==> config.mk <==
export PLATFORM = sky130hd
export DESIGN_NAME = dpf_ctrl
export DESIGN_NICKNAME = d
export VERILOG_FILES = /design/src/rtl/dpf_pkg.sv /design/src/rtl/dpf_path_slot.sv /design/src/rtl/dpf_turn_arb.sv /design/src/rtl/dpf_ctrl.sv
export SDC_FILE = /design/constraint.sdc
export NUM_CORES = 1
export LEC_CHECK = 0
export BUFFER_PORTS_ARGS = -buffer_cell sky130_fd_sc_hd__buf_2
export CORE_MARGIN = 2
export CORE_UTILIZATION = 35
export CTS_BUF_LIST = sky130_fd_sc_hd__clkbuf_4
export CTS_CLUSTER_DIAMETER = 150
export DETAILED_ROUTE_END_ITERATION = 6
export PLACE_DENSITY = 0.52
export SETUP_SLACK_MARGIN = 0.4
export SKIP_LAST_GASP = 1
export SLEW_MARGIN = 20
export SYNTH_ARGS = -nofsm -noshare
export SYNTH_HDL_FRONTEND = slang
export SYNTH_SLANG_ARGS = --single-unit
==> constraint.sdc <==
create_clock -name clk -period 10.8 [get_ports clk]
set_input_delay 1.08 -clock clk [delete_from_list [all_inputs] [get_ports clk]]
set_output_delay 1.08 -clock clk [all_outputs]
set_load 0.05 [all_outputs]
==> src/rtl/dpf_pkg.sv <==
package dpf_pkg;

  typedef enum logic {
    MODE_SINGLE = 1'b0,
    MODE_DUAL   = 1'b1
  } fetch_mode_e;

  localparam logic PATH_TAKEN = 1'b0;
  localparam logic PATH_FALL  = 1'b1;

  // Path index that matches a predicted direction.
  function automatic logic path_of_dir(input logic pred_taken);
    return pred_taken ? PATH_TAKEN : PATH_FALL;
  endfunction

endpackage

==> src/rtl/dpf_path_slot.sv <==
module dpf_path_slot #(
  parameter int AW    = 32,
  parameter int LIMIT = 64
) (
  input  logic          clk,
  input  logic          rst_n,
  input  logic          clear,
  input  logic          load,
  input  logic [AW-1:0] load_pc,
  input  logic [AW-1:0] load_merge,
  input  logic          grant,
  input  logic [AW-1:0] next_pc,
  input  logic [AW-1:0] merge_pc,
  output logic [AW-1:0] pc,
  output logic          done,
  output logic          arrive,
  output logic          at_limit
);
  localparam int CW = $clog2(LIMIT + 1);

  logic [CW-1:0] cnt_q;
  logic          live;

  assign live     = grant && !done;
  assign arrive   = live && (next_pc == merge_pc);
  assign at_limit = live && !arrive && (cnt_q == CW'(LIMIT - 1));

  always_ff @(posedge clk or negedge rst_n) begin
    if (!rst_n) begin
      pc    <= '0;
      cnt_q <= '0;
      done  <= 1'b0;
    end else if (clear) begin
      cnt_q <= '0;
      done  <= 1'b0;
    end else if (load) begin
      pc    <= load_pc;
      cnt_q <= '0;
      done  <= (load_pc == load_merge);
    end else if (live) begin
      cnt_q <= cnt_q + CW'(1);
      if (arrive) done <= 1'b1;
      else        pc   <= next_pc;
    end
  end
endmodule

==> src/rtl/dpf_turn_arb.sv <==
module dpf_turn_arb #(
  parameter int NP = 2
) (
  input  logic          clk,
  input  logic          rst_n,
  input  logic          start,
  input  logic          active,
  input  logic [NP-1:0] done,
  output logic          sel,
  output logic [NP-1:0] grant
);
  logic turn_q;

  always_ff @(posedge clk or negedge rst_n) begin
    if (!rst_n)      turn_q <= 1'b0;
    else if (start)  turn_q <= 1'b0;
    else if (active) turn_q <= ~turn_q;
  end

  always_comb begin
    if (done[0])      sel = 1'b1;
    else if (done[1]) sel = 1'b0;
    else              sel = turn_q;
  end

  always_comb begin
    grant = '0;
    for (int i = 0; i < NP; i++)
      grant[i] = active && (sel == i[0]);
  end
endmodule

==> src/rtl/dpf_ctrl.sv <==
module dpf_ctrl
  import dpf_pkg::*;
#(
  parameter int            AW       = 32,
  parameter int            LIMIT    = 64,
  parameter int            STEP     = 4,
  parameter logic [AW-1:0] RESET_PC = 'h100
) (
  input  logic          clk,
  input  logic          rst_n,
  input  logic          redirect_valid,
  input  logic [AW-1:0] redirect_pc,
  input  logic          br_valid,
  input  logic          br_diverge,
  input  logic          br_low_conf,
  input  logic          br_pred_taken,
  input  logic [AW-1:0] br_taken_pc,
  input  logic [AW-1:0] br_fall_pc,
  input  logic [AW-1:0] br_merge_pc,
  output logic [AW-1:0] fetch_pc,
  output logic          fetch_path,
  output logic          fetch_pred,
  output logic          ren_start,
  output logic          ren_select,
  output logic          ren_abort
);
  localparam int NP = 2;

  // Next address of a single stream given the instruction just fetched.
  function automatic logic [AW-1:0] seq_next(
    input logic [AW-1:0] cur,
    input logic          is_br,
    input logic          taken,
    input logic [AW-1:0] tgt,
    input logic [AW-1:0] fall
  );
    if (is_br) return taken ? tgt : fall;
    return cur + AW'(STEP);
  endfunction

  // Episode start qualifier.
  function automatic logic may_start(
    input logic is_br, input logic div, input logic low,
    input logic [AW-1:0] tgt, input logic [AW-1:0] fall, input logic [AW-1:0] mrg
  );
    return is_br && div && low && !((tgt == mrg) && (fall == mrg));
  endfunction

  fetch_mode_e   mode_q;
  logic [AW-1:0] pc_q;
  logic [AW-1:0] merge_q;
  logic          pdir_q;
  logic          start_q, select_q, abort_q;

  logic [AW-1:0] slot_pc [NP];
  logic [AW-1:0] slot_ld [NP];
  logic [NP-1:0] path_done;
  logic [NP-1:0] slot_arrive;
  logic [NP-1:0] slot_limit;
  logic [NP-1:0] grant;
  logic          sel;

  logic          in_pred;
  logic [AW-1:0] cur_pc;
  logic [AW-1:0] nxt;
  logic [AW-1:0] resume_pc;
  logic          start_ev, finish_ev, abort_ev, clear_ev;

  assign in_pred = (mode_q == MODE_DUAL);
  assign cur_pc  = in_pred ? slot_pc[sel] : pc_q;
  assign nxt     = seq_next(cur_pc, br_valid, br_pred_taken, br_taken_pc, br_fall_pc);

  assign start_ev  = !in_pred && !redirect_valid &&
                     may_start(br_valid, br_diverge, br_low_conf,
                               br_taken_pc, br_fall_pc, br_merge_pc);
  assign finish_ev = in_pred && !redirect_valid && (|slot_arrive) && path_done[~sel];
  assign abort_ev  = in_pred && !redirect_valid && (|slot_limit);
  assign clear_ev  = redirect_valid || finish_ev || abort_ev;

  assign slot_ld[PATH_TAKEN] = br_taken_pc;
  assign slot_ld[PATH_FALL]  = br_fall_pc;

  always_comb begin
    if (sel == pdir_q)           resume_pc = nxt;
    else if (path_done[pdir_q])  resume_pc = merge_q;
    else                         resume_pc = slot_pc[pdir_q];
  end

  dpf_turn_arb #(.NP(NP)) u_arb (
    .clk    (clk),
    .rst_n  (rst_n),
    .start  (start_ev),
    .active (in_pred),
    .done   (path_done),
    .sel    (sel),
    .grant  (grant)
  );

  for (genvar g = 0; g < NP; g++) begin : g_slot
    dpf_path_slot #(.AW(AW), .LIMIT(LIMIT)) u_slot (
      .clk        (clk),
      .rst_n      (rst_n),
      .clear      (clear_ev),
      .load       (start_ev),
      .load_pc    (slot_ld[g]),
      .load_merge (br_merge_pc),
      .grant      (grant[g]),
      .next_pc    (nxt),
      .merge_pc   (merge_q),
      .pc         (slot_pc[g]),
      .done       (path_done[g]),
      .arrive     (slot_arrive[g]),
      .at_limit   (slot_limit[g])
    );
  end

  always_ff @(posedge clk or negedge rst_n) begin
    if (!rst_n) begin
      mode_q   <= MODE_SINGLE;
      pc_q     <= RESET_PC;
      merge_q  <= '0;
      pdir_q   <= PATH_TAKEN;
      start_q  <= 1'b0;
      select_q <= 1'b0;
      abort_q  <= 1'b0;
    end else begin
      start_q  <= start_ev;
      select_q <= finish_ev;
      abort_q  <= abort_ev;
      if (redirect_valid) begin
        mode_q <= MODE_SINGLE;
        pc_q   <= redirect_pc;
      end else if (start_ev) begin
        mode_q  <= MODE_DUAL;
        merge_q <= br_merge_pc;
        pdir_q  <= path_of_dir(br_pred_taken);
      end else if (finish_ev) begin
        mode_q <= MODE_SINGLE;
        pc_q   <= merge_q;
      end else if (abort_ev) begin
        mode_q <= MODE_SINGLE;
        pc_q   <= resume_pc;
      end else if (!in_pred) begin
        pc_q <= nxt;
      end
    end
  end

  assign fetch_pc   = cur_pc;
  assign fetch_path = in_pred ? sel : PATH_TAKEN;
  assign fetch_pred = in_pred;
  assign ren_start  = start_q;
  assign ren_select = select_q;
  assign ren_abort  = abort_q;
endmodule

==> impl_metrics.prom, run 1 <==
# TYPE chip_impl_metric gauge
chip_impl_metric{name="post_cts_resize_count",unit=""} 0
chip_impl_metric{name="tightestPinTransition",unit="ps"} 1040
chip_impl_metric{name="fraction_of_layout_instances_using_a_drive_strength_above_1",unit="%"} 18.9
chip_impl_metric{name="ios",unit=""} 172
chip_impl_metric{name="clk_skew",unit="ps"} 38.6
chip_impl_metric{name="clk_latency",unit="ps"} 660
chip_impl_metric{name="timing.final.max_slew_violations",unit=""} 0
chip_impl_metric{name="largest_net_degree_at_the_start_of_global_routing",unit=""} 89
chip_impl_metric{name="synth-seq-cells",unit=""} 150
chip_impl_metric{name="drt_first_iter_violations",unit=""} 1643
chip_impl_metric{name="synth_compound_area_share",unit="%"} 24.2
chip_impl_metric{name="die-width",unit="um"} 195
chip_impl_info{name="cp-start-kind",value="register"} 1
chip_impl_metric{name="crit_arrival",unit="ps"} 8380
chip_impl_info{name="synthFlopType",value="dfrtp_1"} 1
chip_impl_metric{name="clk_transition_reported_paths",unit="ps"} 140
chip_impl_metric{name="whs",unit="ps"} 476
chip_impl_metric{name="post_synth_fa_ha_maj_area_fraction",unit="%"} 0.293
chip_impl_metric{name="clock_sink_count",unit=""} 150
chip_impl_metric{name="portBuffers",unit=""} 171
chip_impl_metric{name="syn-num-nets",unit=""} 1705
chip_impl_metric{name="synth_sequential_area_ratio",unit="%"} 29.3
chip_impl_metric{name="synth.cell_area",unit="um2"} 12800
chip_impl_metric{name="track_usage",unit="%"} 32.1
chip_impl_info{name="final_common_cell",value="nand2_1"} 1
chip_impl_metric{name="area_share_of_and_or_nand_nor_cells_after_synthesis",unit="%"} 18.7
chip_impl_metric{name="maximum_net_fanout_on_the_critical_path",unit=""} 42
chip_impl_metric{name="remaining_drc_errors",unit=""} 5
chip_impl_metric{name="yosysWarningCount",unit=""} 0
chip_impl_metric{name="setup-tns-final",unit="ps"} 0
chip_impl_metric{name="cp_data_required_time",unit="ps"} 11340
chip_impl_metric{name="worst-path-buf-inv",unit=""} 5
chip_impl_info{name="hold_class",value="input pin to async pin"} 1
chip_impl_metric{name="antenna_violations_before_repair",unit=""} 2
chip_impl_info{name="violations_in_the_final_reports",value="design-rule violations"} 1
chip_impl_metric{name="detailedPlacementHpwl",unit="um"} 44900
chip_impl_info{name="synth_top_family_by_area",value="compound AO/OA/AOI/OAI gates"} 1
chip_impl_metric{name="tritoncts.num_buffers",unit=""} 17
chip_impl_metric{name="slew_headroom",unit="%"} 30.8
chip_impl_metric{name="number_of_enable_flip_flop_cells_after_synthesis",unit=""} 0
chip_impl_metric{name="wire_per_inst",unit="um"} 28.8
chip_impl_metric{name="max_freq",unit="MHz"} 128
chip_impl_info{name="root_buffer",value="clkbuf_4"} 1
chip_impl_metric{name="fin_total_pwr",unit="mW"} 3.17
chip_impl_metric{name="vias_in_the_first_global_route",unit=""} 12700
chip_impl_metric{name="power.density",unit="nW/um2"} 223
chip_impl_metric{name="drt_pass1_iterations",unit=""} 7
chip_impl_metric{name="postCtsSetupRepairBufs",unit=""} 0
chip_impl_metric{name="grt_first_pass_wirelength",unit="um"} 89400
chip_impl_metric{name="design.core.area",unit="um2"} 36300
chip_impl_metric{name="cts_hold_buffers",unit=""} 0
chip_impl_metric{name="route.antenna.remaining_nets",unit=""} 0
chip_impl_metric{name="die-height",unit="um"} 195
chip_impl_info{name="cts_tree",value="done"} 1
chip_impl_metric{name="initial_utilization",unit="%"} 35.3
chip_impl_metric{name="relative_area_change_from_synthesis_to_final_layout",unit="%"} 11.0
chip_impl_metric{name="rows",unit=""} 70
chip_impl_metric{name="timing.final.setup_violations",unit=""} 0
chip_impl_metric{name="placement.setup.worst_slack",unit="ps"} 3190
chip_impl_metric{name="worst-path-stages",unit=""} 19
chip_impl_metric{name="synthDistinctLibCells",unit=""} 93
chip_impl_info{name="rsz_0062_raised_after_global_routing",value="no"} 1
chip_impl_metric{name="cp_slowest_stage_delay",unit="ps"} 850
chip_impl_metric{name="post_synth.cell_area_avg",unit="um2"} 8.19
chip_impl_info{name="cp-end-kind",value="register"} 1
chip_impl_metric{name="cts.htree.levels",unit=""} 4
chip_impl_metric{name="final_hold_viol_count",unit=""} 0
chip_impl_info{name="layout.cells.most_common_list",value="nand2_1 (216), buf_2 (170), dfrtp_1 (147)"} 1
chip_impl_info{name="crit_type",value="register to register"} 1
chip_impl_metric{name="die-area",unit="um2"} 38200
chip_impl_metric{name="cellLeakagePower",unit="nW"} 6.06
chip_impl_metric{name="synth.area.mux_share",unit="%"} 12.0
chip_impl_metric{name="cts.path.max_buffers",unit=""} 2
chip_impl_info{name="timing.critical_path.cells",value="buf_4, inv_2, a31oi_1, a21oi_1, ha_1, inv_1, o32ai_4, and4_1, and3_1, o221ai_1, o41ai_1, nand4_1, nor3_2, nand2_2, buf_4, a31oi_4, nor2_4, buf_16, mux2_4"} 1
chip_impl_metric{name="detail_route.wirelength",unit="um"} 61700
chip_impl_metric{name="peakVddDrop",unit="mV"} 0.124
chip_impl_info{name="timing.critical_path.mode_cell",value="buf_4"} 1
chip_impl_metric{name="fin_nets",unit=""} 1801
chip_impl_metric{name="syn_inst",unit=""} 1567
chip_impl_info{name="timing.critical_path.max_delay_family",value="compound AO/OA/AOI/OAI gates"} 1
chip_impl_metric{name="routabilityCongestion",unit=""} 1.00
chip_impl_metric{name="yosys.area_share.xor_xnor",unit="%"} 10.5
chip_impl_metric{name="final_worst_path_cycle_share",unit="%"} 72.6
chip_impl_metric{name="postLayoutCoreUtil",unit="%"} 39.2
chip_impl_metric{name="final_period_minus_worst_setup_slack",unit="ps"} 7840
chip_impl_metric{name="count_of_vias_placed_by_the_detailed_router",unit=""} 13300
chip_impl_metric{name="viasPerCell",unit=""} 6.22
chip_impl_info{name="run_status",value="complete, but fails checks"} 1
chip_impl_info{name="slowest_stage",value="a31oi_4"} 1
chip_impl_metric{name="layout_setup_ws",unit="ps"} 2960
chip_impl_metric{name="proportion_of_synthesized_flip_flops_having_asynchronous_set_or_reset",unit="%"} 100
chip_impl_metric{name="globalRoute.totalOverflow",unit=""} 0
chip_impl_metric{name="maxcap_viol_count",unit=""} 0
chip_impl_metric{name="worstRegToRegCells",unit=""} 19
## path summary, 6_finish.rpt
kind	startpoint	endpoint	slack [ps]
min in group clk	pc_q[30]	pc_q[30]	510
max reg2reg	g_slot[0].u_slot.done	g_slot[0].u_slot.pc[6]	2960
max in group asynchronous	rst_n	pdir_q	8860
max	g_slot[0].u_slot.done	g_slot[0].u_slot.pc[6]	2960
min	rst_n	g_slot[0].u_slot.cnt_q[4]	480
min reg2reg	pc_q[30]	pc_q[30]	510
## layout make-up
| cell class | instances | area, um2 |
|---|---|---|
| flip-flops and latches | 150 | 3760 |
| clock buffers | 20 | 150 |
| fillers | 3825 | 22100 |
| repair buffers | 198 | 1080 |
| well taps | 468 | 586 |
| inverters | 32 | 120 |
| clock inverters | 11 | 86.3 |
| multi-input cells | 1264 | 8450 |
| diodes | 2 | 5.00 |
## worst register-to-register path: stages, from the launching register on
cell and delay [ps]:
dfrtp_1 660, buf_4 370, inv_2 430, a31oi_1 160, a21oi_1 550, ha_1 320
inv_1 110, o32ai_4 650, and4_1 430, and3_1 250, o221ai_1 140, o41ai_1 750
nand4_1 320, nor3_2 420, nand2_2 70, buf_4 340, a31oi_4 880, nor2_4 300
buf_16 260, mux2_4 320
## metal layers
layer / vias to the layer above / GRT usage (%) / wire [um]
met4: 0 / 10.5 / 1760
met3: 103 / 6.30 / 5330
met1: 6541 / 44.7 / 27300
met5: - / 0 / 0
met2: 755 / 49.7 / 27400
li1: 5940 / - / -
## power breakdown
part           internal [mW]  switching [mW]  leakage, nW
combinational          0.605            1.18         4.07
clock                  0.117           0.233        0.135
sequential             0.752           0.290         1.86
## cells in the mapped netlist, types with 14 or more instances
library cell  number  area [um2]
a21o_1            29         218
nand3_1           33         165
a21oi_1          104         521
buf_1             14        52.6
nand4_1           35         219
o21ai_0           91         455
o221ai_1          34         298
xor2_1            22         193
a31oi_1           26         163
nor3_1            17        85.1
mux2_2            29         327
xnor2_1          124        1090
mux2i_1           94         941
mux2_4            18         270
buf_2             36         180
dfrtp_1          149        3730
nand2_1          216         811
inv_1             27         101
nor2_1           115         432
nor4_1            19         119
a2111oi_0         33         289
clkbuf_1          63         236
o21ai_1           32         160
o31ai_1           15         113
## flip-flops by register name, indices dropped and copies added, names as in the netlist
name,count
u_arb.turn_q,1
merge_q,32
ren_select,1
ren_abort,1
g_slot.u_slot.cnt_q,14
fetch_pred,1
pc_q,32
pdir_q,1
g_slot.u_slot.pc,64
g_slot.u_slot.done,2
ren_start,1
## kinds of logic after synthesis
logic type / Yosys count
muxes: 141
and+or+nand+nor: 510
xor gates and xnor gates: 149
AOI/OAI and AO/OA: 461
adders and majority gates: 3
buffers and inverters: 153
DFF: 150
## stage by stage
step,cell area [um2],instances
floorplan,12800,1567
finish,14200,2145
global placement,14000,2111
global route,14200,2145
detailed placement,14000,2111
CTS,14200,2142
(Power assumes the default switching activity.)
==> run 2, diff against run 1 <==
Settings changed: ABC_AREA from default to 1.
Clock period 10.8 ns to 7.8 ns, I/O delays scaled along.
==> run 2 against run 1 <==
The run still ends with design-rule violations left. Utilization is 0.15 points lower. Final cell count is 19% higher. Clock power is 45% higher. Combinational power is 7% lower. Routed wire length is 11% lower. Synthesized cell count is 26% higher. Total power is 6.6% higher. Via count is 3.8% higher. Critical path depth is 6 higher. Critical path type unchanged. Largest cell class unchanged. Largest power group unchanged.
==> impl_metrics.prom, run 2 <==
# TYPE chip_impl_metric gauge
chip_impl_info{name="run_status",value="complete, but fails checks"} 1
chip_impl_info{name="violations_in_the_final_reports",value="design-rule violations"} 1
chip_impl_metric{name="tightestPinTransition",unit="ps"} 925
chip_impl_info{name="max_flop_register",value="g_slot.u_slot.pc"} 1
chip_impl_metric{name="detail_route.wirelength",unit="um"} 55000
chip_impl_info{name="reg_top3",value="g_slot.u_slot.pc: 64 flops, merge_q: 32 flops, pc_q: 32 flops"} 1
chip_impl_metric{name="max_freq",unit="MHz"} 152
chip_impl_metric{name="timing.final.max_slew_violations",unit=""} 0
chip_impl_metric{name="wire_per_inst",unit="um"} 21.6
chip_impl_metric{name="antenna_violations_before_repair",unit=""} 2
chip_impl_metric{name="fin_nets",unit=""} 2207
chip_impl_metric{name="final_worst_path_cycle_share",unit="%"} 84.2
chip_impl_metric{name="design.core.area",unit="um2"} 35400
chip_impl_metric{name="timing.final.setup_violations",unit=""} 0
chip_impl_info{name="layout.cells.most_common_list",value="nand2_1 (730), nand3_1 (230), buf_2 (170)"} 1
chip_impl_metric{name="syn_inst",unit=""} 1968
chip_impl_metric{name="synth_sequential_area_ratio",unit="%"} 30.0
chip_impl_metric{name="synthDistinctLibCells",unit=""} 44
chip_impl_metric{name="drt_pass1_iterations",unit=""} 7
chip_impl_metric{name="post_cts_resize_count",unit=""} 0
chip_impl_metric{name="relative_area_change_from_synthesis_to_final_layout",unit="%"} 10.3
chip_impl_metric{name="slew_headroom",unit="%"} 38.3
chip_impl_metric{name="viasPerCell",unit=""} 5.44
chip_impl_metric{name="largest_net_degree_at_the_start_of_global_routing",unit=""} 77
chip_impl_info{name="hold_class",value="input pin to async pin"} 1
chip_impl_info{name="post-synth-top-count-cell",value="nand2_1"} 1
chip_impl_info{name="critical_path.reg2reg.endpoint",value="g_slot[1].u_slot.pc[5]"} 1
chip_impl_metric{name="number_of_enable_flip_flop_cells_after_synthesis",unit=""} 0
chip_impl_metric{name="die-area",unit="um2"} 37300
chip_impl_metric{name="placement.setup.worst_slack",unit="ps"} 1350
chip_impl_metric{name="maximum_net_fanout_on_the_critical_path",unit=""} 37
chip_impl_info{name="cts_tree",value="done"} 1
chip_impl_metric{name="count_of_vias_placed_by_the_detailed_router",unit=""} 13800
chip_impl_metric{name="routabilityCongestion",unit=""} 0.944
chip_impl_info{name="rsz_0062_raised_after_global_routing",value="no"} 1
chip_impl_metric{name="rows",unit=""} 69
chip_impl_metric{name="track_usage",unit="%"} 29.9
chip_impl_metric{name="cp_data_required_time",unit="ps"} 8290
chip_impl_info{name="synth.area.top_cells",value="dfrtp_1 (30%), nand2_1 (22%), nand3_1 (9.2%)"} 1
chip_impl_info{name="cp-end-kind",value="register"} 1
chip_impl_metric{name="setup-tns-final",unit="ps"} 0
chip_impl_metric{name="portBuffers",unit=""} 171
chip_impl_metric{name="postCtsSetupRepairBufs",unit=""} 0
chip_impl_metric{name="ios",unit=""} 172
chip_impl_metric{name="post_synth.cell_area_avg",unit="um2"} 6.37
chip_impl_metric{name="vias_in_the_first_global_route",unit=""} 12400
chip_impl_metric{name="route.antenna.remaining_nets",unit=""} 0
chip_impl_metric{name="final_period_minus_worst_setup_slack",unit="ps"} 6560
chip_impl_metric{name="cellLeakagePower",unit="nW"} 6.97
chip_impl_metric{name="clk_transition_reported_paths",unit="ps"} 150
chip_impl_info{name="synth_area_leader_cell",value="dfrtp_1"} 1
chip_impl_metric{name="tritoncts.num_buffers",unit=""} 17
chip_impl_info{name="final_common_cell",value="nand2_1"} 1
chip_impl_info{name="cp-start-kind",value="register"} 1
chip_impl_metric{name="initial_utilization",unit="%"} 35.4
chip_impl_info{name="slowest_stage",value="nand2_2"} 1
chip_impl_metric{name="proportion_of_netlist_area_held_by_the_largest_area_contributor",unit="%"} 29.8
chip_impl_metric{name="die-height",unit="um"} 193
chip_impl_metric{name="proportion_of_synthesized_flip_flops_having_asynchronous_set_or_reset",unit="%"} 100
chip_impl_metric{name="cts_hold_buffers",unit=""} 0
chip_impl_metric{name="cp_slowest_stage_delay",unit="ps"} 570
chip_impl_metric{name="power.density",unit="nW/um2"} 245
chip_impl_metric{name="clock_sink_count",unit=""} 150
chip_impl_metric{name="synth.cell_area",unit="um2"} 12500
chip_impl_metric{name="remaining_drc_errors",unit=""} 1
chip_impl_metric{name="yosysWarningCount",unit=""} 0
chip_impl_metric{name="detailedPlacementHpwl",unit="um"} 41900
chip_impl_metric{name="fin_total_pwr",unit="mW"} 3.38
chip_impl_metric{name="clk_skew",unit="ps"} 32.2
chip_impl_info{name="timing.rr.start",value="g_slot[0].u_slot.done"} 1
chip_impl_metric{name="clk_latency",unit="ps"} 650
chip_impl_metric{name="worstRegToRegCells",unit=""} 25
chip_impl_metric{name="synth-seq-cells",unit=""} 150
chip_impl_metric{name="worst-r2r-setup-slack",unit="ps"} 1240
chip_impl_metric{name="maxcap_viol_count",unit=""} 0
chip_impl_metric{name="layout_setup_ws",unit="ps"} 1240
chip_impl_metric{name="die-width",unit="um"} 193
chip_impl_metric{name="globalRoute.totalOverflow",unit=""} 0
chip_impl_info{name="synthTopCellsByCount",value="nand2_1 (731), nand3_1 (231), dfrtp_1 (149)"} 1
chip_impl_info{name="root_buffer",value="clkbuf_4"} 1
chip_impl_info{name="synthFlopType",value="dfrtp_1"} 1
chip_impl_metric{name="cts.path.max_buffers",unit=""} 2
chip_impl_metric{name="final_hold_viol_count",unit=""} 0
chip_impl_metric{name="grt_first_pass_wirelength",unit="um"} 81800
chip_impl_metric{name="largest_register_ffs",unit=""} 64
chip_impl_metric{name="cts.htree.levels",unit=""} 4
chip_impl_metric{name="drt_first_iter_violations",unit=""} 1551
chip_impl_metric{name="peakVddDrop",unit="mV"} 0.115
chip_impl_metric{name="syn-num-nets",unit=""} 2106
chip_impl_metric{name="crit_arrival",unit="ps"} 7050
chip_impl_info{name="crit_type",value="register to register"} 1
chip_impl_metric{name="fraction_of_layout_instances_using_a_drive_strength_above_1",unit="%"} 17.0
-- run 2: layout make-up --
| cell class | count | area, um2 |
|---|---|---|
| diodes | 1 | 2.50 |
| clock buffers | 17 | 128 |
| clock inverters | 15 | 131 |
| fillers | 3959 | 21600 |
| inverters | 154 | 581 |
| multi-input cells | 1555 | 7630 |
| flip-flops and latches | 150 | 3760 |
| well taps | 461 | 577 |
| repair buffers | 191 | 1010 |
-- run 2: kinds of logic after synthesis --
family	after synthesis	synth area share [%]
flops	150	30.0
compound gates	216	9.61
buf+inv	263	9.33
xor+xnor	55	3.84
simple gates	1274	46.4
fa+ha+maj	3	0.300
mux	7	0.559
-- run 2: how the worst max path moves through the flow --
stage,from,to,slack (ps)
5_1_grt,g_slot[0].u_slot.done,g_slot[1].u_slot.pc[5],740
2_1_floorplan,fetch_pred,pc_q[0],3740
3_5_place_dp,g_slot[0].u_slot.done,g_slot[1].u_slot.pc[5],1350
4_1_cts,g_slot[0].u_slot.done,g_slot[1].u_slot.pc[5],1300
6_report,g_slot[0].u_slot.done,g_slot[1].u_slot.pc[5],1240
3_3_place_gp,g_slot[0].u_slot.done,g_slot[1].u_slot.pc[5],1460
-- run 2: worst max-delay path: cells and delay by family, from the launching register on --
kind	cells	cell delay, ps
and+or+nand+nor	18	3750
AOI/OAI and AO/OA	3	860
buffers and inverters	2	730
DFF	1	460
adders and majority gates	1	360
xor gates and xnor gates	1	180
-- run 2: metal layers --
layer / vias up / track usage [%] / routed length, um
li1: 6612 / - / -
met1: 6474 / 45.8 / 25900
met2: 699 / 42.4 / 22600
met3: 59 / 6.12 / 5460
met4: 2 / 7.37 / 1080
met5: - / 0 / 13
-- run 2: through the flow --
step / cells / utilization, % / cell area, um2 / hold WS, ps
3_5_place_dp: 2511 / 38.3 / 13600 / 457
3_3_place_gp: 2511 / 38.3 / 13600 / 454
4_1_cts: 2543 / 39.0 / 13800 / 80.2
5_1_grt: 2544 / 39.0 / 13800 / 96.6
2_1_floorplan: 1968 / - / 12500 / 441
6_report: 2544 / 39.0 / 13800 / 100
-- run 2: power breakdown --
group,switching (mW),internal [mW],total [mW]
registers,0.224,0.989,1.21
logic,1.20,0.465,1.66
clock network,0.349,0.157,0.507
total,1.77,1.61,3.38
==> run 3, diff against run 2 <==
Clock period 7.8 ns to 6.4 ns, I/O delays scaled along.
==> run 3 against run 2 <==
The flow now finishes without violations. Design area rose by 0.89%. Non-clock buffer count up 9. Sequential share of layout area is 0.24 points lower. Sequential power is 24% higher. Global-route usage rose by 0.42 points. Total power up 25%. Critical path depth is 1 higher. Utilization rose by 0.35 points. Critical path type unchanged.
==> impl_metrics.prom, run 3 (same netlist as run 2, synthesis figures left out) <==
# TYPE chip_impl_metric gauge
chip_impl_metric{name="crit_arrival",unit="ps"} 5820
chip_impl_metric{name="clock_sink_count",unit=""} 150
chip_impl_info{name="run_status",value="completed"} 1
chip_impl_info{name="cts_tree",value="done"} 1
chip_impl_info{name="hold_class",value="input pin to async pin"} 1
chip_impl_metric{name="postCtsSetupRepairBufs",unit=""} 0
chip_impl_metric{name="maximum_net_fanout_on_the_critical_path",unit=""} 35
chip_impl_metric{name="routabilityCongestion",unit=""} 0.943
chip_impl_metric{name="place.detailed.instances",unit=""} 2520
chip_impl_metric{name="tritoncts.num_buffers",unit=""} 17
chip_impl_metric{name="cts.htree.levels",unit=""} 4
chip_impl_metric{name="slew_headroom",unit="%"} 36.0
chip_impl_metric{name="route.antenna.remaining_nets",unit=""} 0
chip_impl_metric{name="viasPerCell",unit=""} 5.45
chip_impl_metric{name="die-width",unit="um"} 193
chip_impl_metric{name="timing.final.max_slew_violations",unit=""} 0
chip_impl_metric{name="detailedPlacementHpwl",unit="um"} 42900
chip_impl_metric{name="vias_in_the_first_global_route",unit=""} 12500
chip_impl_metric{name="drt_first_iter_violations",unit=""} 1740
chip_impl_metric{name="antenna_violations_before_repair",unit=""} 1
chip_impl_metric{name="largest_register_ffs",unit=""} 64
chip_impl_metric{name="track_usage",unit="%"} 30.3
chip_impl_metric{name="cts_hold_buffers",unit=""} 0
chip_impl_metric{name="cp_data_required_time",unit="ps"} 6920
chip_impl_info{name="cp-start-kind",value="register"} 1
chip_impl_metric{name="grt_use_met3",unit="%"} 6.48
chip_impl_metric{name="worstRegToRegCells",unit=""} 26
chip_impl_metric{name="final_hold_viol_count",unit=""} 0
chip_impl_metric{name="die-area",unit="um2"} 37300
chip_impl_metric{name="peakVddDrop",unit="mV"} 0.152
chip_impl_metric{name="clk_skew",unit="ps"} 42.1
chip_impl_metric{name="setup-tns-final",unit="ps"} 0
chip_impl_metric{name="count_of_vias_placed_by_the_detailed_router",unit=""} 13900
chip_impl_metric{name="portBuffers",unit=""} 171
chip_impl_metric{name="detail_route.wirelength",unit="um"} 55700
chip_impl_metric{name="power.density",unit="nW/um2"} 303
chip_impl_metric{name="fraction_of_layout_instances_using_a_drive_strength_above_1",unit="%"} 17.3
chip_impl_metric{name="global_route.usage.met1",unit="%"} 46.2
chip_impl_info{name="cp-end-kind",value="register"} 1
chip_impl_metric{name="rows",unit=""} 69
chip_impl_metric{name="maxcap_viol_count",unit=""} 0
chip_impl_info{name="timing.rr.start",value="fetch_pred"} 1
chip_impl_info{name="slowest_stage",value="dfrtp_2"} 1
chip_impl_metric{name="wire_per_inst",unit="um"} 21.8
chip_impl_metric{name="final_worst_path_cycle_share",unit="%"} 82.8
chip_impl_metric{name="gr-usage-met2",unit="%"} 41.6
chip_impl_metric{name="fin_nets",unit=""} 2216
chip_impl_metric{name="relative_area_change_from_synthesis_to_final_layout",unit="%"} 11.3
chip_impl_metric{name="cts.path.max_buffers",unit=""} 2
chip_impl_metric{name="tightestPinTransition",unit="ps"} 959
chip_impl_metric{name="layout.cell_area.non_filler",unit="um2"} 13900
chip_impl_metric{name="final_period_minus_worst_setup_slack",unit="ps"} 5300
chip_impl_metric{name="largest_net_degree_at_the_start_of_global_routing",unit=""} 95
chip_impl_metric{name="clk_transition_reported_paths",unit="ps"} 170
chip_impl_info{name="busiest_layer",value="met1"} 1
chip_impl_info{name="timing.critical_path.mode_cell",value="nand2_1"} 1
chip_impl_metric{name="cp_slowest_stage_delay",unit="ps"} 850
chip_impl_metric{name="worst-r2r-setup-slack",unit="ps"} 1100
chip_impl_info{name="critical_path.reg2reg.endpoint",value="g_slot[1].u_slot.pc[5]"} 1
chip_impl_info{name="final_common_cell",value="nand2_1"} 1
chip_impl_info{name="root_buffer",value="clkbuf_4"} 1
chip_impl_metric{name="die-height",unit="um"} 193
chip_impl_info{name="crit_type",value="register to register"} 1
chip_impl_metric{name="post_cts_resize_count",unit=""} 0
chip_impl_info{name="reg_top3",value="g_slot.u_slot.pc: 64 flops, merge_q: 32 flops, pc_q: 32 flops"} 1
chip_impl_metric{name="postPlaceCellArea",unit="um2"} 13600
chip_impl_info{name="timing.critical_path.max_delay_family",value="simple AND/OR/NAND/NOR gates"} 1
chip_impl_metric{name="design.core.area",unit="um2"} 35400
chip_impl_metric{name="timing.final.setup_violations",unit=""} 0
chip_impl_metric{name="finalNonFillerCells",unit=""} 2553
chip_impl_metric{name="globalRoute.totalOverflow",unit=""} 0
chip_impl_metric{name="initial_utilization",unit="%"} 35.4
chip_impl_metric{name="remaining_drc_errors",unit=""} 0
chip_impl_metric{name="grt_first_pass_wirelength",unit="um"} 82400
chip_impl_info{name="layout.cells.most_common_list",value="nand2_1 (730), nand3_1 (231), buf_2 (170)"} 1
chip_impl_metric{name="ios",unit=""} 172
chip_impl_metric{name="clk_latency",unit="ps"} 640
chip_impl_info{name="rsz_0062_raised_after_global_routing",value="no"} 1
chip_impl_metric{name="worst-path-buf-inv",unit=""} 3
chip_impl_metric{name="drt_pass1_iterations",unit=""} 7
chip_impl_info{name="max_flop_register",value="g_slot.u_slot.pc"} 1
chip_impl_metric{name="cellLeakagePower",unit="nW"} 7.06
chip_impl_metric{name="postLayoutCoreUtil",unit="%"} 39.4
chip_impl_metric{name="max_freq",unit="MHz"} 189
run 3: layout make-up:
type / instances / area (um2)
flip-flops and latches: 150 / 3760
clock buffers: 21 / 158
clock inverters: 11 / 136
repair buffers: 200 / 1100
inverters: 154 / 581
fillers: 3957 / 21500
multi-input cells: 1555 / 7630
diodes: 1 / 2.50
well taps: 461 / 577
run 3: metrics by stage:
step | power (mW) | hold WS [ps] | worst slack, ps
2_1_floorplan | 2.78 | 344 | 2340
4_1_cts | 4.18 | 95.2 | 1110
3_3_place_gp | 3.49 | 456 | 1250
3_5_place_dp | 3.50 | 459 | 1100
5_1_grt | 4.49 | 134 | 679
6_report | 4.22 | 96.0 | 1100
run 3: how the worst max path moves through the flow:
stage | from | end | cells after the start
6_report | fetch_pred | g_slot[1].u_slot.pc[5] | 26
5_1_grt | fetch_pred | g_slot[1].u_slot.pc[5] | 25
4_1_cts | fetch_pred | g_slot[1].u_slot.pc[5] | 25
3_5_place_dp | fetch_pred | g_slot[1].u_slot.pc[5] | 25
3_3_place_gp | fetch_pred | g_slot[1].u_slot.pc[5] | 25
2_1_floorplan | fetch_pred | pc_q[0] | 26
run 3: layer usage:
metal	up-vias	part of all wire, %
met5	-	0
met2	707	40
met3	78	9.8
li1	6635	-
met1	6496	48
met4	0	3.0
run 3: power breakdown:
part | internal, mW | switching, mW | total (mW)
logic | 0.575 | 1.47 | 2.04
registers | 1.20 | 0.292 | 1.50
clock network | 0.284 | 0.398 | 0.682
total | 2.06 | 2.16 | 4.22
